File: src/rtl/hz_pkg.sv
package hz_pkg;
  typedef enum logic [1:0] {
    SEL_RF    = 2'b00,
    SEL_EXMEM = 2'b01,
    SEL_MEMWB = 2'b10
  } fwd_sel_e;

  localparam int NUM_SRC = 2;
endpackage

File: src/rtl/hz_rst_sync.sv
module hz_rst_sync (
  input  logic clk,
  input  logic rst_n,
  output logic rst_q_n
);
  logic [1:0] sync_q;

  always_ff @(posedge clk or negedge rst_n) begin
    if (!rst_n) sync_q <= 2'b00;
    else        sync_q <= {sync_q[0], 1'b1};
  end

  assign rst_q_n = sync_q[1];
endmodule

File: src/rtl/hz_src_cmp.sv
module hz_src_cmp
  import hz_pkg::*;
#(
  parameter int REG_W = 5
) (
  input  logic [REG_W-1:0] src,
  input  logic             used,
  input  logic             ex_ok,
  input  logic             ex_load,
  input  logic [REG_W-1:0] ex_rd,
  input  logic             mem_ok,
  input  logic [REG_W-1:0] mem_rd,
  output fwd_sel_e         sel,
  output logic             load_hit
);
  logic nz, ex_m, mem_m;

  always_comb begin
    nz       = (src != '0);
    ex_m     = nz && ex_ok  && (ex_rd  == src);
    mem_m    = nz && mem_ok && (mem_rd == src);
    load_hit = used && ex_m && ex_load;
    if (!used)        sel = SEL_RF;
    else if (ex_m)    sel = ex_load ? SEL_RF : SEL_EXMEM;
    else if (mem_m)   sel = SEL_MEMWB;
    else              sel = SEL_RF;
  end
endmodule

File: src/rtl/hz_stage_regs.sv
module hz_stage_regs
  import hz_pkg::*;
(
  input  logic     clk,
  input  logic     rst_q_n,
  input  logic     adv_en,
  input  fwd_sel_e sel_a_d,
  input  fwd_sel_e sel_b_d,
  input  logic     sd_d,
  output fwd_sel_e sel_a_q,
  output fwd_sel_e sel_b_q,
  output logic     sd_mem_q
);
  logic sd_ex_q;

  always_ff @(posedge clk or negedge rst_q_n) begin
    if (!rst_q_n) begin
      sel_a_q  <= SEL_RF;
      sel_b_q  <= SEL_RF;
      sd_ex_q  <= 1'b0;
      sd_mem_q <= 1'b0;
    end else if (adv_en) begin
      sel_a_q  <= sel_a_d;
      sel_b_q  <= sel_b_d;
      sd_ex_q  <= sd_d;
      sd_mem_q <= sd_ex_q;
    end
  end
endmodule

File: src/rtl/fwd_stall_ctrl.sv
module fwd_stall_ctrl
  import hz_pkg::*;
#(
  parameter int REG_W = 5
) (
  input  logic             clk,
  input  logic             rst_n,
  input  logic             id_valid,
  input  logic [REG_W-1:0] id_rs1,
  input  logic             id_rs1_rd,
  input  logic [REG_W-1:0] id_rs2,
  input  logic             id_rs2_rd,
  input  logic             id_store,
  input  logic             ex_valid,
  input  logic             ex_wen,
  input  logic             ex_load,
  input  logic [REG_W-1:0] ex_rd,
  input  logic             mem_valid,
  input  logic             mem_wen,
  input  logic [REG_W-1:0] mem_rd,
  output logic             stall,
  output logic             bubble,
  output logic [1:0]       ex_sel_a,
  output logic [1:0]       ex_sel_b,
  output logic             mem_sd_fwd
);
  logic             rst_q_n;
  logic             ex_ok, mem_ok;
  logic [REG_W-1:0] src_v  [NUM_SRC];
  logic             used_v [NUM_SRC];
  fwd_sel_e         sel_v  [NUM_SRC];
  logic             lh_v   [NUM_SRC];
  fwd_sel_e         sel_a_d, sel_b_d, sel_a_q, sel_b_q;
  logic             hold, sd_d, sd_q;

  hz_rst_sync u_rst (
    .clk     (clk),
    .rst_n   (rst_n),
    .rst_q_n (rst_q_n)
  );

  assign ex_ok     = ex_valid && ex_wen;
  assign mem_ok    = mem_valid && mem_wen;
  assign src_v[0]  = id_rs1;
  assign src_v[1]  = id_rs2;
  assign used_v[0] = id_rs1_rd;
  assign used_v[1] = id_rs2_rd;

  for (genvar s = 0; s < NUM_SRC; s++) begin : g_src
    hz_src_cmp #(.REG_W(REG_W)) u_cmp (
      .src      (src_v[s]),
      .used     (used_v[s]),
      .ex_ok    (ex_ok),
      .ex_load  (ex_load),
      .ex_rd    (ex_rd),
      .mem_ok   (mem_ok),
      .mem_rd   (mem_rd),
      .sel      (sel_v[s]),
      .load_hit (lh_v[s])
    );
  end

  // next-state: interlock and select decisions made in decode
  always_comb begin
    hold = id_valid && (lh_v[0] || (lh_v[1] && !id_store));
    sd_d = id_valid && !hold && id_store && lh_v[1];
    if (!id_valid || hold) begin
      sel_a_d = SEL_RF;
      sel_b_d = SEL_RF;
    end else begin
      sel_a_d = sel_v[0];
      sel_b_d = sel_v[1];
    end
  end

  hz_stage_regs u_regs (
    .clk      (clk),
    .rst_q_n  (rst_q_n),
    .adv_en   (1'b1),
    .sel_a_d  (sel_a_d),
    .sel_b_d  (sel_b_d),
    .sd_d     (sd_d),
    .sel_a_q  (sel_a_q),
    .sel_b_q  (sel_b_q),
    .sd_mem_q (sd_q)
  );

  assign stall      = hold;
  assign bubble     = hold;
  assign ex_sel_a   = sel_a_q;
  assign ex_sel_b   = sel_b_q;
  assign mem_sd_fwd = sd_q;
endmodule

File: config.mk
export PLATFORM = sky130hd
export DESIGN_NAME = fwd_stall_ctrl
export DESIGN_NICKNAME = d
export VERILOG_FILES = /design/src/rtl/hz_pkg.sv /design/src/rtl/hz_rst_sync.sv /design/src/rtl/hz_src_cmp.sv /design/src/rtl/hz_stage_regs.sv /design/src/rtl/fwd_stall_ctrl.sv
export SDC_FILE = /design/constraint.sdc
export NUM_CORES = 1
export LEC_CHECK = 0
export ABC_CLOCK_PERIOD_IN_PS = 2150
export CORE_MARGIN = 1
export CORE_UTILIZATION = 35
export DETAILED_ROUTE_END_ITERATION = 8
export GPL_ROUTABILITY_DRIVEN = 1
export PLACE_DENSITY = 0.78
export SLEW_MARGIN = 30
export SYNTH_ARGS = -nofsm -noshare
export SYNTH_HDL_FRONTEND = slang
export SYNTH_SLANG_ARGS = --single-unit
File: constraint.sdc
create_clock -name clk -period 2.15 [get_ports clk]
set_clock_uncertainty 0.1 [all_clocks]
set_input_delay 0.43 -clock clk [delete_from_list [all_inputs] [get_ports clk]]
set_output_delay 0.43 -clock clk [all_outputs]
set_load 0.1 [all_outputs]
# After elaboration in Yosys (flattened, before gate mapping)

Index checks and enable logic that the tools add are counted.

Flip-flop bits (word level): 8
Latch bits: 0
RAM bits: 0
Bits in read-only memories: 0
Bits of input ports: 31
Output and inout port bits: 7
Memories kept: 0

$add $sub $neg: 0
Multiply operators: 0
Divide/modulo/power cells: 0
Magnitude comparators: 0
Eq/ne operators: 4
Shift operators: 0
Mux-type cells: 9
Bitwise operators: 0
Reduce and logical (&&, ||, !) cells: 26

Operator list:

| cell                | count |
|---|---|
| equality test 5 bit | 4 |
| logical AND 1 bit   | 19 |
| two-way mux 2 bit   | 8 |
| nonzero test 5 bit  | 2 |
| logical NOT 1 bit   | 3 |
| logical OR 1 bit    | 2 |
| two-way mux 1 bit   | 1 |

# Longest topological paths before layout

Depth after elaboration: 12
Gate-level depth with buffers: 5
Gate-level depth less buffers: 4

# Modules after synthesis

From an unflattened synthesis, not the netlist that was laid out.

Cell total of the unflattened synthesis: 69
Area total of the unflattened synthesis: 689.4 um^2

By module, submodules not included:

| module         | times used | cells an instance | area each (um^2) | sequential area each (um^2) |
|---|---|---|---|---|
| hz_src_cmp     | 2          | 20                | 150.1            | 0.0 |
| hz_stage_regs  | 1          | 13                | 251.5            | 150.1 |
| fwd_stall_ctrl | 1          | 13                | 83.8             | 0.0 |
| hz_rst_sync    | 1          | 3                 | 53.8             | 50.0 |

# Worst setup path before layout

OpenSTA, ideal clock, no wires.

Path type: input -> output
Start point: in ex_rd[0]
End point: out stall
Arrival: 3352 ps
Data required time: 1620 ps
Slack: -1732 ps
Stages: 5
Path buffers: 1
Cells stage by stage: xnor2_1 -> nand4_1 -> or4b_2 -> a21oi_1 -> buf_4

Longest elaborated chain between the ends: 7
Elaborated cells on any way between the ends: 11

RTL lines:

| what                            | line                 | text |
|---|---|---|
| from (decl)                     | fwd_stall_ctrl.sv:17 | `input logic [REG_W-1:0] ex_rd,` |
| equality test 5 bit             | hz_src_cmp.sv:20     | `ex_m = nz && ex_ok && (ex_rd == src);` |
| logical AND 1 bit               | hz_src_cmp.sv:20     |  |
| logical AND 1 bit (2 in series) | hz_src_cmp.sv:22     | `load_hit = used && ex_m && ex_load;` |
| logical AND 1 bit               | fwd_stall_ctrl.sv:65 | `hold = id_valid && (lh_v[0] \|\| (lh_v[1] && !id_store));` |
| logical OR 1 bit *              | fwd_stall_ctrl.sv:65 |  |
| logical AND 1 bit *             | fwd_stall_ctrl.sv:65 |  |
| to (decl)                       | fwd_stall_ctrl.sv:21 | `output logic stall,` |

Mark *: on every way between the ends. The rest lies on a longest branch, timed or not.

# Final worst setup path

Start point: in id_rs2[3]
End point: out stall

Longest elaborated chain between the ends: 8
Elaborated cells on any way between the ends: 9

RTL lines:

| what                              | line                 | text |
|---|---|---|
| from (decl)                       | fwd_stall_ctrl.sv:11 | `input logic [REG_W-1:0] id_rs2,` |
| nonzero test 5 bit                | hz_src_cmp.sv:19     | `nz = (src != '0);` |
| logical AND 1 bit                 | hz_src_cmp.sv:20     |  |
| logical AND 1 bit *               | hz_src_cmp.sv:20     |  |
| logical AND 1 bit * (2 in series) | hz_src_cmp.sv:22     |  |
| logical AND 1 bit *               | fwd_stall_ctrl.sv:65 |  |
| logical OR 1 bit *                | fwd_stall_ctrl.sv:65 |  |
| logical AND 1 bit *               | fwd_stall_ctrl.sv:65 |  |

Marked as above.

==> out/results.txt <==
Remaining global-route overflow -> 0
DR WL/cell -> 16.6 um
Starting DRT DRC Count -> 19
Nets -> 167
Vias in the first global route -> 867
Top achievable clock speed -> 0.419 GHz
Clk slew on worst S/H paths -> 0.05 ns
Critical path required time -> 1.62 ns
NetSw -> 137 uW
Gpl congestion -> 0.790
YS warnings -> 0
Worst-skew pair later-pin latency -> 0.24 ns
Minimum clock period -> 2.38 ns
Synth area leader -> dfrtp_1
Hold buffers post-CTS -> 0
Core Box Area -> 1540 um^2
Max IR drop VDD -> 0.000214 V
Setup Crit Path Kind -> input pin to output pin
Final Hold Viols -> 6
Share of cells above drive strength 1 -> 60.4%
Die area -> 1840 um^2
Hpwl dp -> 1.50 mm
Post-synth top area share -> 34.2%
Most common cell after layout, fill and taps aside -> buf_4
Setup ws final -> -0.235 ns
Io pins -> 38
Synth unique cells -> 26
CTS max path bufs -> 2
Failing checks -> hold timing, setup timing
Flop pwr share -> 31.7%
Via density -> 5.39
Hold Worst Slack -> -0.0103 ns
Mapped Cells -> 59
Initial DRT Pass Iterations -> 4
LEAKAGE -> 0.626 nW
Worst hold path type -> flip-flop to async pin
Max_cap viols -> 0
Port Buffer Count -> 37
Post-Syn Area per Cell -> 9.92 um^2
Drt total wl -> 2.49 mm
Post-route clock period utilization -> 111%
CTS tree -> yes
Worst setup SP type -> input pin
Clock power share -> 22.5%
Global-route wire length before repair -> 3.55 mm
Antenna viol nets, final -> 0
Cell chain of the critical path -> buf_8 -> xnor2_4 -> nand4_1 -> or4b_4 -> a21oi_4 -> buf_12
Largest net degree at the start of global routing -> 7
Count of final setup violators -> 2
Pint -> 352 uW
Area grow syn2layout -> 131%
GRT Overall Usage -> 26.1%
Seq/Total Area, Yosys -> 34.2%
Mapped Area -> 586 um^2
P per Cell Area -> 362 nW/um^2
Via count -> 809
Die Y -> 42.9 um
Met3 wire len -> 181 um
CTS buffer count -> 3
Drt drc -> 0
Arrival time worst endpoint -> 1.85 ns
Crit-path max cell delay -> 0.53 ns
Antenna Cells -> 0
Total number of H-tree levels -> 1
CP max-delay cell -> or4b_4
Post-route total power -> 489 uW
Wire length on met2 -> 1.42 mm
Die Width -> 42.9 um
CP endpoint kind -> output pin
Yosys reg bits -> 8
Fin. max-slew vios -> 0
Crit-path max FO -> 3
Core Rows -> 14
Top Metal Used -> met4
Initial antenna violation count -> 0
Clock Tree Root -> clkbuf_4
Switch share -> 28.0%
RSZ-0062 raised after global routing -> yes
WL met1 -> 796 um
Gate power share -> 45.8%
Commonest cells after routing, fill and taps aside -> buf_4 (43), clkdlybuf4s50_1 (10), xnor2_1 (8), buf_2 (8), dfrtp_1 (8)
Syn_nets -> 90
Status -> complete, but fails checks
Starting Density -> 38.0%
Num Clock Sinks -> 8
Top cells by area, synth -> dfrtp_1 (34%), xnor2_1 (22%), xor2_1 (7.5%)
-- registers in the layout, indices dropped and copies added, names as in the netlist --
name and cells:
u_regs.sd_ex_q 1, u_regs.sd_mem_q 1, u_regs.sel_a_q 2, u_regs.sel_b_q 2, u_rst.sync_q 2
-- cell families (layout without fill, tap and decap cells) --
group	Yosys count	in the layout	synth area share [%]
xor gates and xnor gates	20	20	29.9
and+or+nand+nor	23	23	25.9
AOI/OAI and AO/OA	5	5	7.48
DFF	8	8	34.2
buffers and inverters	2	77	1.92
other	1	1	0.640
-- synth_stat cells (all sizes together) --
cell type	number
xnor2	15
dfrtp	8
xor2	5
nand2	4
or4	4
nand3	3
nor4	3
nand4	2
o21ai	2
a2111oi	1
a21oi	1
and3	1
buf	1
conb	1
inv	1
nor2	1
nor3	1
nor3b	1
nor4b	1
o311a	1
or3	1
or4b	1
-- per-stage QoR --
step	utilization (%)	cells	setup TNS (ns)	instance area [um^2]	setup WS [ns]
final	87.7	150	-0.469	1350	-0.235
after global routing	87.7	150	-0.474	1350	-0.236
after CTS	86.2	151	-0.388	1330	-0.194
after detailed placement	75.2	130	-2.25	1160	-0.594
after global placement	75.2	130	-2.15	1160	-0.563
after floorplan	-	59	-0.651	638	-0.455
-- repair_timing --
item	4_1_cts	5_1_grt
pin swaps	20	15
gates cloned	0	0
resized for setup	78	12
setup endpoints to repair	4	6
setup buffers	22	1
-- cell type report --
cell class              count  area, um^2
clock buffers               3        22.5
fillers                    80         190
inverters                   1        3.75
multi-input cells          49         494
flip-flops and latches      8         200
well taps                  16        20.0
repair buffers             73         611
-- layer usage --
layer,vias up,track usage (%)
li1,362,-
met1,386,22.7
met2,53,52.1
met3,8,4.26
met4,0,17.5
met5,-,0
-- final timing paths --
path,from,end,slack [ns],cells after the start
setup / recovery,id_rs2[3],stall,-0.23,6
hold / removal,u_rst.sync_q[1]$_DFF_PN0_,u_regs.sel_b_q[1]$_DFF_PN0_,-0.01,0
setup reg to reg,u_regs.sd_ex_q$_DFF_PN0_,u_regs.sd_mem_q$_DFF_PN0_,1.58,0
hold reg to reg,u_rst.sync_q[1]$_DFF_PN0_,u_regs.sel_b_q[1]$_DFF_PN0_,-0.01,0
max in group asynchronous,rst_n,u_rst.sync_q[1]$_DFF_PN0_,1.59,1
min in group clk,u_rst.sync_q[0]$_DFF_PN0_,u_rst.sync_q[1]$_DFF_PN0_,0.25,0
-- worst max-delay path: cells and delay by family --
| family | cells | cell delay, ns |
|---|---|---|
| AND/OR/NAND/NOR | 2 | 0.71 |
| XOR/XNOR | 1 | 0.17 |
| AO/OA/AOI/OAI | 1 | 0.22 |
| buffers and inverters | 2 | 0.31 |
-- power by group through the flow --
stage / Sequential, mW / Clock [mW] / Combinational [mW]
floorplan: 0.159 / 0 / 0.0510
global placement: 0.158 / 0 / 0.160
detailed placement: 0.158 / 0 / 0.164
CTS: 0.155 / 0.118 / 0.205
global route: 0.156 / 0.120 / 0.234
finish: 0.155 / 0.110 / 0.224
Power figures use the tool's default switching activity.
